<file path="src/rtl/owm_rd_pkg.sv">
package owm_rd_pkg;
  typedef enum logic [1:0] {
    ST_IDLE    = 2'd0,
    ST_LOW     = 2'd1,
    ST_SAMPLE  = 2'd2,
    ST_RECOVER = 2'd3
  } slot_st_e;
endpackage

</file>
<file path="src/rtl/owm_rd_rst_sync.sv">
module owm_rd_rst_sync (
  input  logic clk,
  input  logic rst_n_in,
  output logic rst_n_out
);
  logic [1:0] stg_q;

  always_ff @(posedge clk or negedge rst_n_in) begin
    if (!rst_n_in) stg_q <= 2'b00;
    else           stg_q <= {stg_q[0], 1'b1};
  end

  assign rst_n_out = stg_q[1];
endmodule

</file>
<file path="src/rtl/owm_rd_sync.sv">
module owm_rd_sync #(
  parameter int STAGES = 2
) (
  input  logic clk,
  input  logic rst_n,
  input  logic d_async,
  output logic q_sync
);
  logic [STAGES-1:0] stg_q;
  logic [STAGES-1:0] stg_n;

  always_comb begin
    stg_n = {stg_q[STAGES-2:0], d_async};
  end

  // Idle bus level is high, so the flops reset to 1.
  always_ff @(posedge clk or negedge rst_n) begin
    if (!rst_n) stg_q <= '1;
    else        stg_q <= stg_n;
  end

  assign q_sync = stg_q[STAGES-1];
endmodule

</file>
<file path="src/rtl/owm_rd_clamp.sv">
module owm_rd_clamp #(
  parameter int CNT_W = 10,
  parameter int EW    = CNT_W + 3
) (
  input  logic [CNT_W-1:0] cfg_low,
  input  logic [CNT_W-1:0] cfg_sample,
  input  logic [CNT_W-1:0] cfg_slot,
  input  logic [CNT_W-1:0] cfg_guard,
  output logic [EW-1:0]    eff_low,
  output logic [EW-1:0]    eff_sample,
  output logic [EW-1:0]    eff_end
);
  localparam int PADW = EW - CNT_W;
  localparam logic [EW-1:0] ONE = EW'(1);

  logic [EW-1:0] lo_w, sp_w, sl_w, gd_w;

  always_comb begin
    lo_w = {{PADW{1'b0}}, cfg_low};
    sp_w = {{PADW{1'b0}}, cfg_sample};
    sl_w = {{PADW{1'b0}}, cfg_slot};
    gd_w = {{PADW{1'b0}}, cfg_guard};
    // Low time of at least one cycle.
    if (lo_w == '0) lo_w = ONE;
    // Sample strictly after the release.
    if (sp_w <= lo_w) sp_w = lo_w + ONE;
    // Slot strictly after the sample.
    if (sl_w <= sp_w) sl_w = sp_w + ONE;
    eff_low    = lo_w;
    eff_sample = sp_w;
    eff_end    = sl_w + gd_w - ONE;
  end
endmodule

</file>
<file path="src/rtl/owm_rd_fsm.sv">
module owm_rd_fsm
  import owm_rd_pkg::*;
#(
  parameter int EW = 13
) (
  input  logic          clk,
  input  logic          rst_n,
  input  logic          start,
  input  logic [EW-1:0] eff_low,
  input  logic [EW-1:0] eff_sample,
  input  logic [EW-1:0] eff_end,
  input  logic          line_s,
  output logic          busy,
  output logic          done,
  output logic          line_oe,
  output logic          rd_bit
);
  localparam logic [EW-1:0] ONE = EW'(1);

  slot_st_e      state, state_n;
  logic [EW-1:0] cnt, cnt_n;
  logic [EW-1:0] lat_low, lat_sample, lat_end;
  logic          load_cfg, cap_en, cnt_en, done_n;

  always_comb begin
    state_n  = state;
    cnt_n    = cnt + ONE;
    cnt_en   = 1'b0;
    load_cfg = 1'b0;
    cap_en   = 1'b0;
    done_n   = 1'b0;
    unique case (state)
      ST_IDLE: begin
        if (start) begin
          load_cfg = 1'b1;
          cnt_en   = 1'b1;
          cnt_n    = '0;
          state_n  = ST_LOW;
        end
      end
      ST_LOW: begin
        cnt_en = 1'b1;
        if (cnt == lat_low - ONE) state_n = ST_SAMPLE;
      end
      ST_SAMPLE: begin
        cnt_en = 1'b1;
        if (cnt == lat_sample) begin
          cap_en = 1'b1;
          if (cnt == lat_end) begin
            state_n = ST_IDLE;
            done_n  = 1'b1;
          end else begin
            state_n = ST_RECOVER;
          end
        end
      end
      ST_RECOVER: begin
        cnt_en = 1'b1;
        if (cnt == lat_end) begin
          state_n = ST_IDLE;
          done_n  = 1'b1;
        end
      end
      default: state_n = ST_IDLE;
    endcase
  end

  always_ff @(posedge clk or negedge rst_n) begin
    if (!rst_n) begin
      state <= ST_IDLE;
      done  <= 1'b0;
    end else begin
      state <= state_n;
      done  <= done_n;
    end
  end

  always_ff @(posedge clk or negedge rst_n) begin
    if (!rst_n)      cnt <= '0;
    else if (cnt_en) cnt <= cnt_n;
  end

  always_ff @(posedge clk or negedge rst_n) begin
    if (!rst_n) begin
      lat_low    <= ONE;
      lat_sample <= ONE + ONE;
      lat_end    <= ONE + ONE;
    end else if (load_cfg) begin
      lat_low    <= eff_low;
      lat_sample <= eff_sample;
      lat_end    <= eff_end;
    end
  end

  always_ff @(posedge clk or negedge rst_n) begin
    if (!rst_n)      rd_bit <= 1'b0;
    else if (cap_en) rd_bit <= line_s;
  end

  assign busy    = (state != ST_IDLE);
  assign line_oe = (state == ST_LOW);

  // the line is released exactly when the count reaches the low time.
  p_release_point_r2: assert property (@(posedge clk) disable iff (!rst_n)
    $fell(line_oe) |-> (cnt == lat_low));

  // the read bit only moves on the cycle that ends at the sample point.
  p_sample_point_r3: assert property (@(posedge clk) disable iff (!rst_n)
    !$stable(rd_bit) |-> ($past(busy) && $past(cnt) == $past(lat_sample)));

  // the captured timing keeps low < sample <= last slot cycle.
  p_order_r4: assert property (@(posedge clk) disable iff (!rst_n)
    busy |-> (lat_low < lat_sample) && (lat_sample <= lat_end));

  // inside a slot the count only steps forward, whatever start does.
  p_cnt_step_r5: assert property (@(posedge clk) disable iff (!rst_n)
    (busy && $past(busy)) |-> (cnt == $past(cnt) + ONE));

  // done is a single pulse right after the slot.
  p_done_pulse_r6: assert property (@(posedge clk) disable iff (!rst_n)
    done |=> !done);
  p_done_after_busy_r6: assert property (@(posedge clk) disable iff (!rst_n)
    done |-> (!busy && $past(busy)));

  // the captured configuration is frozen while busy.
  p_cfg_frozen_r8: assert property (@(posedge clk) disable iff (!rst_n)
    (busy && $past(busy)) |-> ($stable(lat_low) && $stable(lat_sample) && $stable(lat_end)));
endmodule

</file>
<file path="src/rtl/owm_read_slot.sv">
module owm_read_slot #(
  parameter int CNT_W       = 10,
  parameter int SYNC_STAGES = 2
) (
  input  logic             clk,
  input  logic             rst_n,
  input  logic             start,
  input  logic [CNT_W-1:0] cfg_low_cycles,
  input  logic [CNT_W-1:0] cfg_sample_cycles,
  input  logic [CNT_W-1:0] cfg_slot_cycles,
  input  logic [CNT_W-1:0] cfg_guard_cycles,
  input  logic             line_in,
  output logic             line_oe,
  output logic             busy,
  output logic             done,
  output logic             rd_bit
);
  localparam int EW = CNT_W + 3;

  logic          rst_sn;
  logic          line_s;
  logic [EW-1:0] eff_low, eff_sample, eff_end;

  owm_rd_rst_sync u_rst (
    .clk       (clk),
    .rst_n_in  (rst_n),
    .rst_n_out (rst_sn)
  );

  owm_rd_sync #(.STAGES(SYNC_STAGES)) u_sync (
    .clk     (clk),
    .rst_n   (rst_sn),
    .d_async (line_in),
    .q_sync  (line_s)
  );

  owm_rd_clamp #(.CNT_W(CNT_W), .EW(EW)) u_clamp (
    .cfg_low    (cfg_low_cycles),
    .cfg_sample (cfg_sample_cycles),
    .cfg_slot   (cfg_slot_cycles),
    .cfg_guard  (cfg_guard_cycles),
    .eff_low    (eff_low),
    .eff_sample (eff_sample),
    .eff_end    (eff_end)
  );

  owm_rd_fsm #(.EW(EW)) u_fsm (
    .clk        (clk),
    .rst_n      (rst_sn),
    .start      (start),
    .eff_low    (eff_low),
    .eff_sample (eff_sample),
    .eff_end    (eff_end),
    .line_s     (line_s),
    .busy       (busy),
    .done       (done),
    .line_oe    (line_oe),
    .rd_bit     (rd_bit)
  );
endmodule

</file>
<file path="config.mk">
export PLATFORM = sky130hd
export DESIGN_NAME = owm_read_slot
export DESIGN_NICKNAME = d
export VERILOG_FILES = /design/src/rtl/owm_rd_pkg.sv /design/src/rtl/owm_rd_rst_sync.sv /design/src/rtl/owm_rd_sync.sv /design/src/rtl/owm_rd_clamp.sv /design/src/rtl/owm_rd_fsm.sv /design/src/rtl/owm_read_slot.sv
export SDC_FILE = /design/constraint.sdc
export NUM_CORES = 1
export LEC_CHECK = 0
export BUFFER_PORTS_ARGS = -buffer_cell sky130_fd_sc_hd__buf_2
export CAP_MARGIN = 10
export CORE_ASPECT_RATIO = 0.8
export CORE_MARGIN = 3
export CORE_UTILIZATION = 50
export DETAILED_ROUTE_END_ITERATION = 16
export GPL_ROUTABILITY_DRIVEN = 1
export MAX_ROUTING_LAYER = met4
export PLACE_DENSITY = 0.8
export SLEW_MARGIN = 20
export SYNTH_ARGS = -nofsm -noshare
export SYNTH_HDL_FRONTEND = slang
export SYNTH_HIERARCHICAL = 1
export SYNTH_SLANG_ARGS = --single-unit
</file>
<file path="constraint.sdc">
create_clock -name clk -period 2.7 [get_ports clk]
set_clock_uncertainty 0.1 [all_clocks]
set_input_delay 0.27 -clock clk [delete_from_list [all_inputs] [get_ports clk]]
set_output_delay 0.27 -clock clk [all_outputs]
set_load 0.005 [all_outputs]
</file>
==> impl_metrics.xml <==
<?xml version="1.0" encoding="UTF-8"?>
<metrics>
  <group name="status">
    <metric name="run_status" unit="">finished with violations</metric>
    <metric name="failed_checks" unit="">setup timing</metric>
  </group>
  <group name="floorplan">
    <metric name="pin_count" unit="">48</metric>
    <metric name="floorplan.die.width" unit="µm">119.9</metric>
    <metric name="die_h" unit="µm">97.13</metric>
    <metric name="floorplan.core_area" unit="µm²">9889</metric>
    <metric name="initial_utilization" unit="%">52.48</metric>
    <metric name="die_area" unit="µm²">11650</metric>
    <metric name="rows" unit="">32</metric>
  </group>
  <group name="timing">
    <metric name="finalHoldViolations" unit="">0</metric>
    <metric name="worst_hold_slack" unit="ns">0.1381</metric>
    <metric name="maxClockFrequency" unit="GHz">0.1723</metric>
    <metric name="slew_violations" unit="">0</metric>
    <metric name="grt_setup_unrepaired" unit="">yes</metric>
    <metric name="fin_crit_sh" unit="%">215.0</metric>
    <metric name="slew_headroom" unit="%">52.40</metric>
    <metric name="period_needed" unit="ns">5.804</metric>
    <metric name="setup-violations-final" unit="">13</metric>
    <metric name="tns" unit="ns">-35.22</metric>
    <metric name="slew_at_the_pin_closest_to_its_max_slew_limit" unit="ns">0.7140</metric>
    <metric name="final_critical_path_setup_slack" unit="ns">-3.104</metric>
  </group>
  <group name="worst_hold_path">
    <metric name="hold_path_class" unit="">input pin to flop</metric>
    <metric name="holdCritStartpoint" unit="">start</metric>
  </group>
  <group name="critical_path">
    <metric name="timing.critical_path.slowest_cell_delay" unit="ns">0.44</metric>
    <metric name="worst_path_most_repeated_cell" unit="">sky130_fd_sc_hd__ha_4</metric>
    <metric name="timing.critical_path.to_type" unit="">flop</metric>
    <metric name="worst-endpoint-required" unit="ns">2.80</metric>
    <metric name="rr_startpoint" unit="">u_fsm/lat_low[4]$_DFFE_PN0P_</metric>
    <metric name="start_kind" unit="">input pin</metric>
    <metric name="path_delay_family" unit="">compound AO/OA/AOI/OAI gates</metric>
    <metric name="setup.worst_path.class" unit="">input pin to flop</metric>
    <metric name="worst-path-max-fanout" unit="">6</metric>
    <metric name="worstPathBufferInverterCount" unit="">7</metric>
    <metric name="slowest_stage" unit="">sky130_fd_sc_hd__or4_4</metric>
    <metric name="worstPathArrival" unit="ns">5.90</metric>
    <metric name="worstSetupStartpoint" unit="">cfg_low_cycles[6]</metric>
  </group>
  <group name="synth">
    <metric name="ys_seq_elements" unit="">60</metric>
    <metric name="yosys_warnings" unit="">6</metric>
    <metric name="ys_async_sr_fraction" unit="%">100.0</metric>
    <metric name="synthCells" unit="">573</metric>
    <metric name="synth.distinct_cells" unit="">64</metric>
    <metric name="avgSynthCellArea" unit="µm²">9.058</metric>
    <metric name="synthesis.area" unit="µm²">5190</metric>
    <metric name="edff_count_synth" unit="">0</metric>
    <metric name="postSynth.topFlopCell" unit="">sky130_fd_sc_hd__dfrtp_1</metric>
    <metric name="ys_seq_area_share" unit="%">29.05</metric>
  </group>
  <group name="global_routing">
    <metric name="grt_first_pass_wirelength" unit="mm">24.40</metric>
    <metric name="gr-total-overflow" unit="">0</metric>
    <metric name="number_of_global_route_vias_before_repair" unit="">5035</metric>
    <metric name="antenna_violations_before_repair" unit="">0</metric>
    <metric name="grt_max_degree" unit="">59</metric>
    <metric name="global_router_s_overall_resource_usage" unit="%">26.90</metric>
  </group>
  <group name="place">
    <metric name="placement_setup_slack" unit="ns">-3.584</metric>
    <metric name="dpl.cell_count" unit="">820</metric>
    <metric name="dpl.hpwl" unit="mm">10.93</metric>
    <metric name="placement.cell_area" unit="µm²">6246</metric>
    <metric name="buffer_ports.inserted" unit="">47</metric>
    <metric name="routabilityCongestion" unit="">0.9815</metric>
  </group>
  <group name="pwr">
    <metric name="power.ir.vdd_worst" unit="mV">0.5498</metric>
    <metric name="power.leakage" unit="nW">3.418</metric>
    <metric name="cellPowerDensity" unit="nW/µm²">714.2</metric>
    <metric name="design_power_total" unit="mW">4.993</metric>
  </group>
  <group name="finish">
    <metric name="syn_to_final_growth" unit="%">34.69</metric>
    <metric name="fin_cells" unit="">860</metric>
    <metric name="antenna-diode-count" unit="">0</metric>
    <metric name="nNetsFinal" unit="">807</metric>
    <metric name="final_core_util" unit="%">70.69</metric>
    <metric name="post-route-cell-area" unit="µm²">6990</metric>
    <metric name="fill_cells" unit="">658</metric>
    <metric name="drive_above_1_share" unit="%">40.88</metric>
  </group>
  <group name="clock_tree">
    <metric name="clk_path_buf_depth" unit="">2</metric>
    <metric name="cts_tree" unit="">done</metric>
    <metric name="cts.clk_slew.worst_paths" unit="ns">0.05</metric>
    <metric name="insertion_delay" unit="ns">0.32</metric>
    <metric name="cts_made_buffers" unit="">9</metric>
    <metric name="clock_sinks" unit="">60</metric>
    <metric name="cts-htree-levels" unit="">3</metric>
    <metric name="clk_root_buffer_cell" unit="">sky130_fd_sc_hd__clkbuf_16</metric>
  </group>
  <group name="routing">
    <metric name="drcViolationCount" unit="">0</metric>
    <metric name="vias" unit="">4893</metric>
    <metric name="routedWlPerCell" unit="µm">17.74</metric>
    <metric name="initial_drt_pass_iterations" unit="">5</metric>
    <metric name="detailed_route_iter0_violations" unit="">313</metric>
    <metric name="ant_nets" unit="">0</metric>
    <metric name="via_to_cell_ratio" unit="">5.690</metric>
    <metric name="totalWireLength" unit="mm">15.26</metric>
  </group>
  <group name="flow_run">
    <metric name="cap_viol_max_count" unit="">0</metric>
  </group>
</metrics>
## placed cells by master (no fill, tap or decap), types with 7 or more instances in the layout
cell type | Yosys | final
sky130_fd_sc_hd__mux2_2 | 46 | 40
sky130_fd_sc_hd__xor2_1 | 18 | 17
sky130_fd_sc_hd__buf_2 | 3 | 42
sky130_fd_sc_hd__dfrtp_1 | 55 | 54
sky130_fd_sc_hd__inv_2 | 0 | 9
sky130_fd_sc_hd__mux2i_1 | 16 | 15
sky130_fd_sc_hd__nand2_1 | 31 | 29
sky130_fd_sc_hd__ha_1 | 43 | 35
sky130_fd_sc_hd__nor4_1 | 9 | 7
sky130_fd_sc_hd__ha_4 | 0 | 8
sky130_fd_sc_hd__o211ai_1 | 7 | 7
sky130_fd_sc_hd__conb_1 | 3 | 7
sky130_fd_sc_hd__nand3_1 | 20 | 19
sky130_fd_sc_hd__buf_4 | 6 | 120
sky130_fd_sc_hd__o31ai_1 | 11 | 8
sky130_fd_sc_hd__nand4_1 | 12 | 12
sky130_fd_sc_hd__o21ai_0 | 17 | 9
sky130_fd_sc_hd__xnor2_1 | 42 | 41
sky130_fd_sc_hd__a21oi_1 | 18 | 14
sky130_fd_sc_hd__clkbuf_16 | 0 | 9
sky130_fd_sc_hd__a21o_1 | 9 | 9
sky130_fd_sc_hd__inv_1 | 72 | 61
sky130_fd_sc_hd__nor2_1 | 20 | 20
## cell families (layout without fill, tap and decap cells)
family | after synthesis | count (layout) | share of synthesized area, %
muxes | 63 | 63 | 13.28
other | 3 | 7 | 0.2170
buffers and inverters | 115 | 262 | 9.571
DFF | 60 | 60 | 29.05
and+or+nand+nor | 130 | 130 | 13.55
xor gates and xnor gates | 60 | 60 | 10.13
AOI/OAI and AO/OA | 98 | 98 | 13.45
adders and majority gates | 44 | 44 | 10.75
## synth_stat cells (3+ instances only)
master                     number  area [µm²]
sky130_fd_sc_hd__buf_6          5       56.30
sky130_fd_sc_hd__a21o_1         9       67.56
sky130_fd_sc_hd__mux2_2        46       518.0
sky130_fd_sc_hd__nor2b_1        3       18.77
sky130_fd_sc_hd__nor2_1        20       75.07
sky130_fd_sc_hd__xor2_1        18       157.7
sky130_fd_sc_hd__nor3_1         6       30.03
sky130_fd_sc_hd__buf_4          6       45.04
sky130_fd_sc_hd__xnor2_1       42       367.9
sky130_fd_sc_hd__conb_1         3       11.26
sky130_fd_sc_hd__o21a_1         4       30.03
sky130_fd_sc_hd__nor4_1         9       56.30
sky130_fd_sc_hd__a211oi_1       4       30.03
sky130_fd_sc_hd__ha_1          43       538.0
sky130_fd_sc_hd__o21ai_0       17       85.08
sky130_fd_sc_hd__nand2b_1       5       31.28
sky130_fd_sc_hd__mux2i_1       16       160.2
sky130_fd_sc_hd__o211ai_1       7       52.55
sky130_fd_sc_hd__inv_1         72       270.3
sky130_fd_sc_hd__a21oi_1       18       90.09
sky130_fd_sc_hd__nand4_1       12       75.07
sky130_fd_sc_hd__o311ai_0       5       43.79
sky130_fd_sc_hd__or3_1          4       25.02
sky130_fd_sc_hd__buf_2          3       15.01
sky130_fd_sc_hd__nand3_1       20       100.1
sky130_fd_sc_hd__clkbuf_1      27       101.4
sky130_fd_sc_hd__o31ai_1       11       82.58
sky130_fd_sc_hd__and3_1         6       37.54
sky130_fd_sc_hd__nand2_1       31       116.4
sky130_fd_sc_hd__dfrtp_1       55        1376
sky130_fd_sc_hd__dfstp_2        5       131.4
## cell type report
| class | count | area [µm²] | area share (%) |
|---|---|---|---|
| Tap cell | 136 | 170.2 | 2.434 |
| Multi-Input combinational cell | 402 | 3522 | 50.38 |
| Inverter | 73 | 279.0 | 3.991 |
| Clock buffer | 16 | 261.5 | 3.741 |
| Timing Repair Buffer | 173 | 1249 | 17.86 |
| Sequential cell | 60 | 1509 | 21.59 |
## report_power, final
part / switching, mW / internal, mW / leakage, nW / total [mW]
registers: 0.346 / 1.13 / 0.754 / 1.47
clock network: 0.357 / 0.646 / 0.125 / 1.00
logic: 1.18 / 1.34 / 2.54 / 2.52
## flip-flops by register name, summed over array words and instances (netlist names)
name and flops:
u_fsm/rd_bit 1, u_fsm/cnt 13, u_rst/stg_q 2, u_fsm/done 1, u_fsm/lat_end 13, u_fsm/lat_sample 13, u_fsm/state 2, u_fsm/lat_low 13
u_sync/stg_q 2
## repair_timing
| item | 4_1_cts | 5_1_grt |
|---|---|---|
| hold buffers | 2 | 0 |
| endpoints found under the hold margin | 3 | 0 |
| setup buffers | 16 | 6 |
| resized for setup | 58 | 10 |
| pin swaps | 32 | 16 |
| setup endpoints to repair | 13 | 13 |
## path summary, 6_finish.rpt
check	end	slack, ns	depth (start not counted)
worst max-delay path	u_fsm/lat_end[11]$_DFFE_PN0P_	-3.10	33
worst min-delay path	u_fsm/cnt[1]$_DFFE_PN0P_	0.14	3
worst max register to register	u_fsm/state[1]$_DFFE_PN0P_	0.16	6
worst min register to register	u_rst/stg_q[1]$_DFF_PN0_	0.24	0
max in group asynchronous	u_fsm/lat_low[9]$_DFFE_PN0P_	1.72	1
min in group asynchronous	u_rst/stg_q[0]$_DFF_PN0_	0.16	2
## per-layer routing
layer | share of wire [%] | wire (µm) | vias to the layer above | track usage (%)
met5 | 0 | 0 | - | -
li1 | - | - | 2268 | -
met1 | 43 | 6524 | 2405 | 33.75
met4 | 2.4 | 363 | 0 | 8.451
met2 | 48 | 7387 | 176 | 43.18
met3 | 6.4 | 984 | 44 | 6.403
## worst min-delay path: stages
cell and delay [ns]:
sky130_fd_sc_hd__buf_2 0.10, sky130_fd_sc_hd__nand3b_1 0.10, sky130_fd_sc_hd__nand2_1 0.05
No activity file was read; power rests on OpenSTA's default activity.
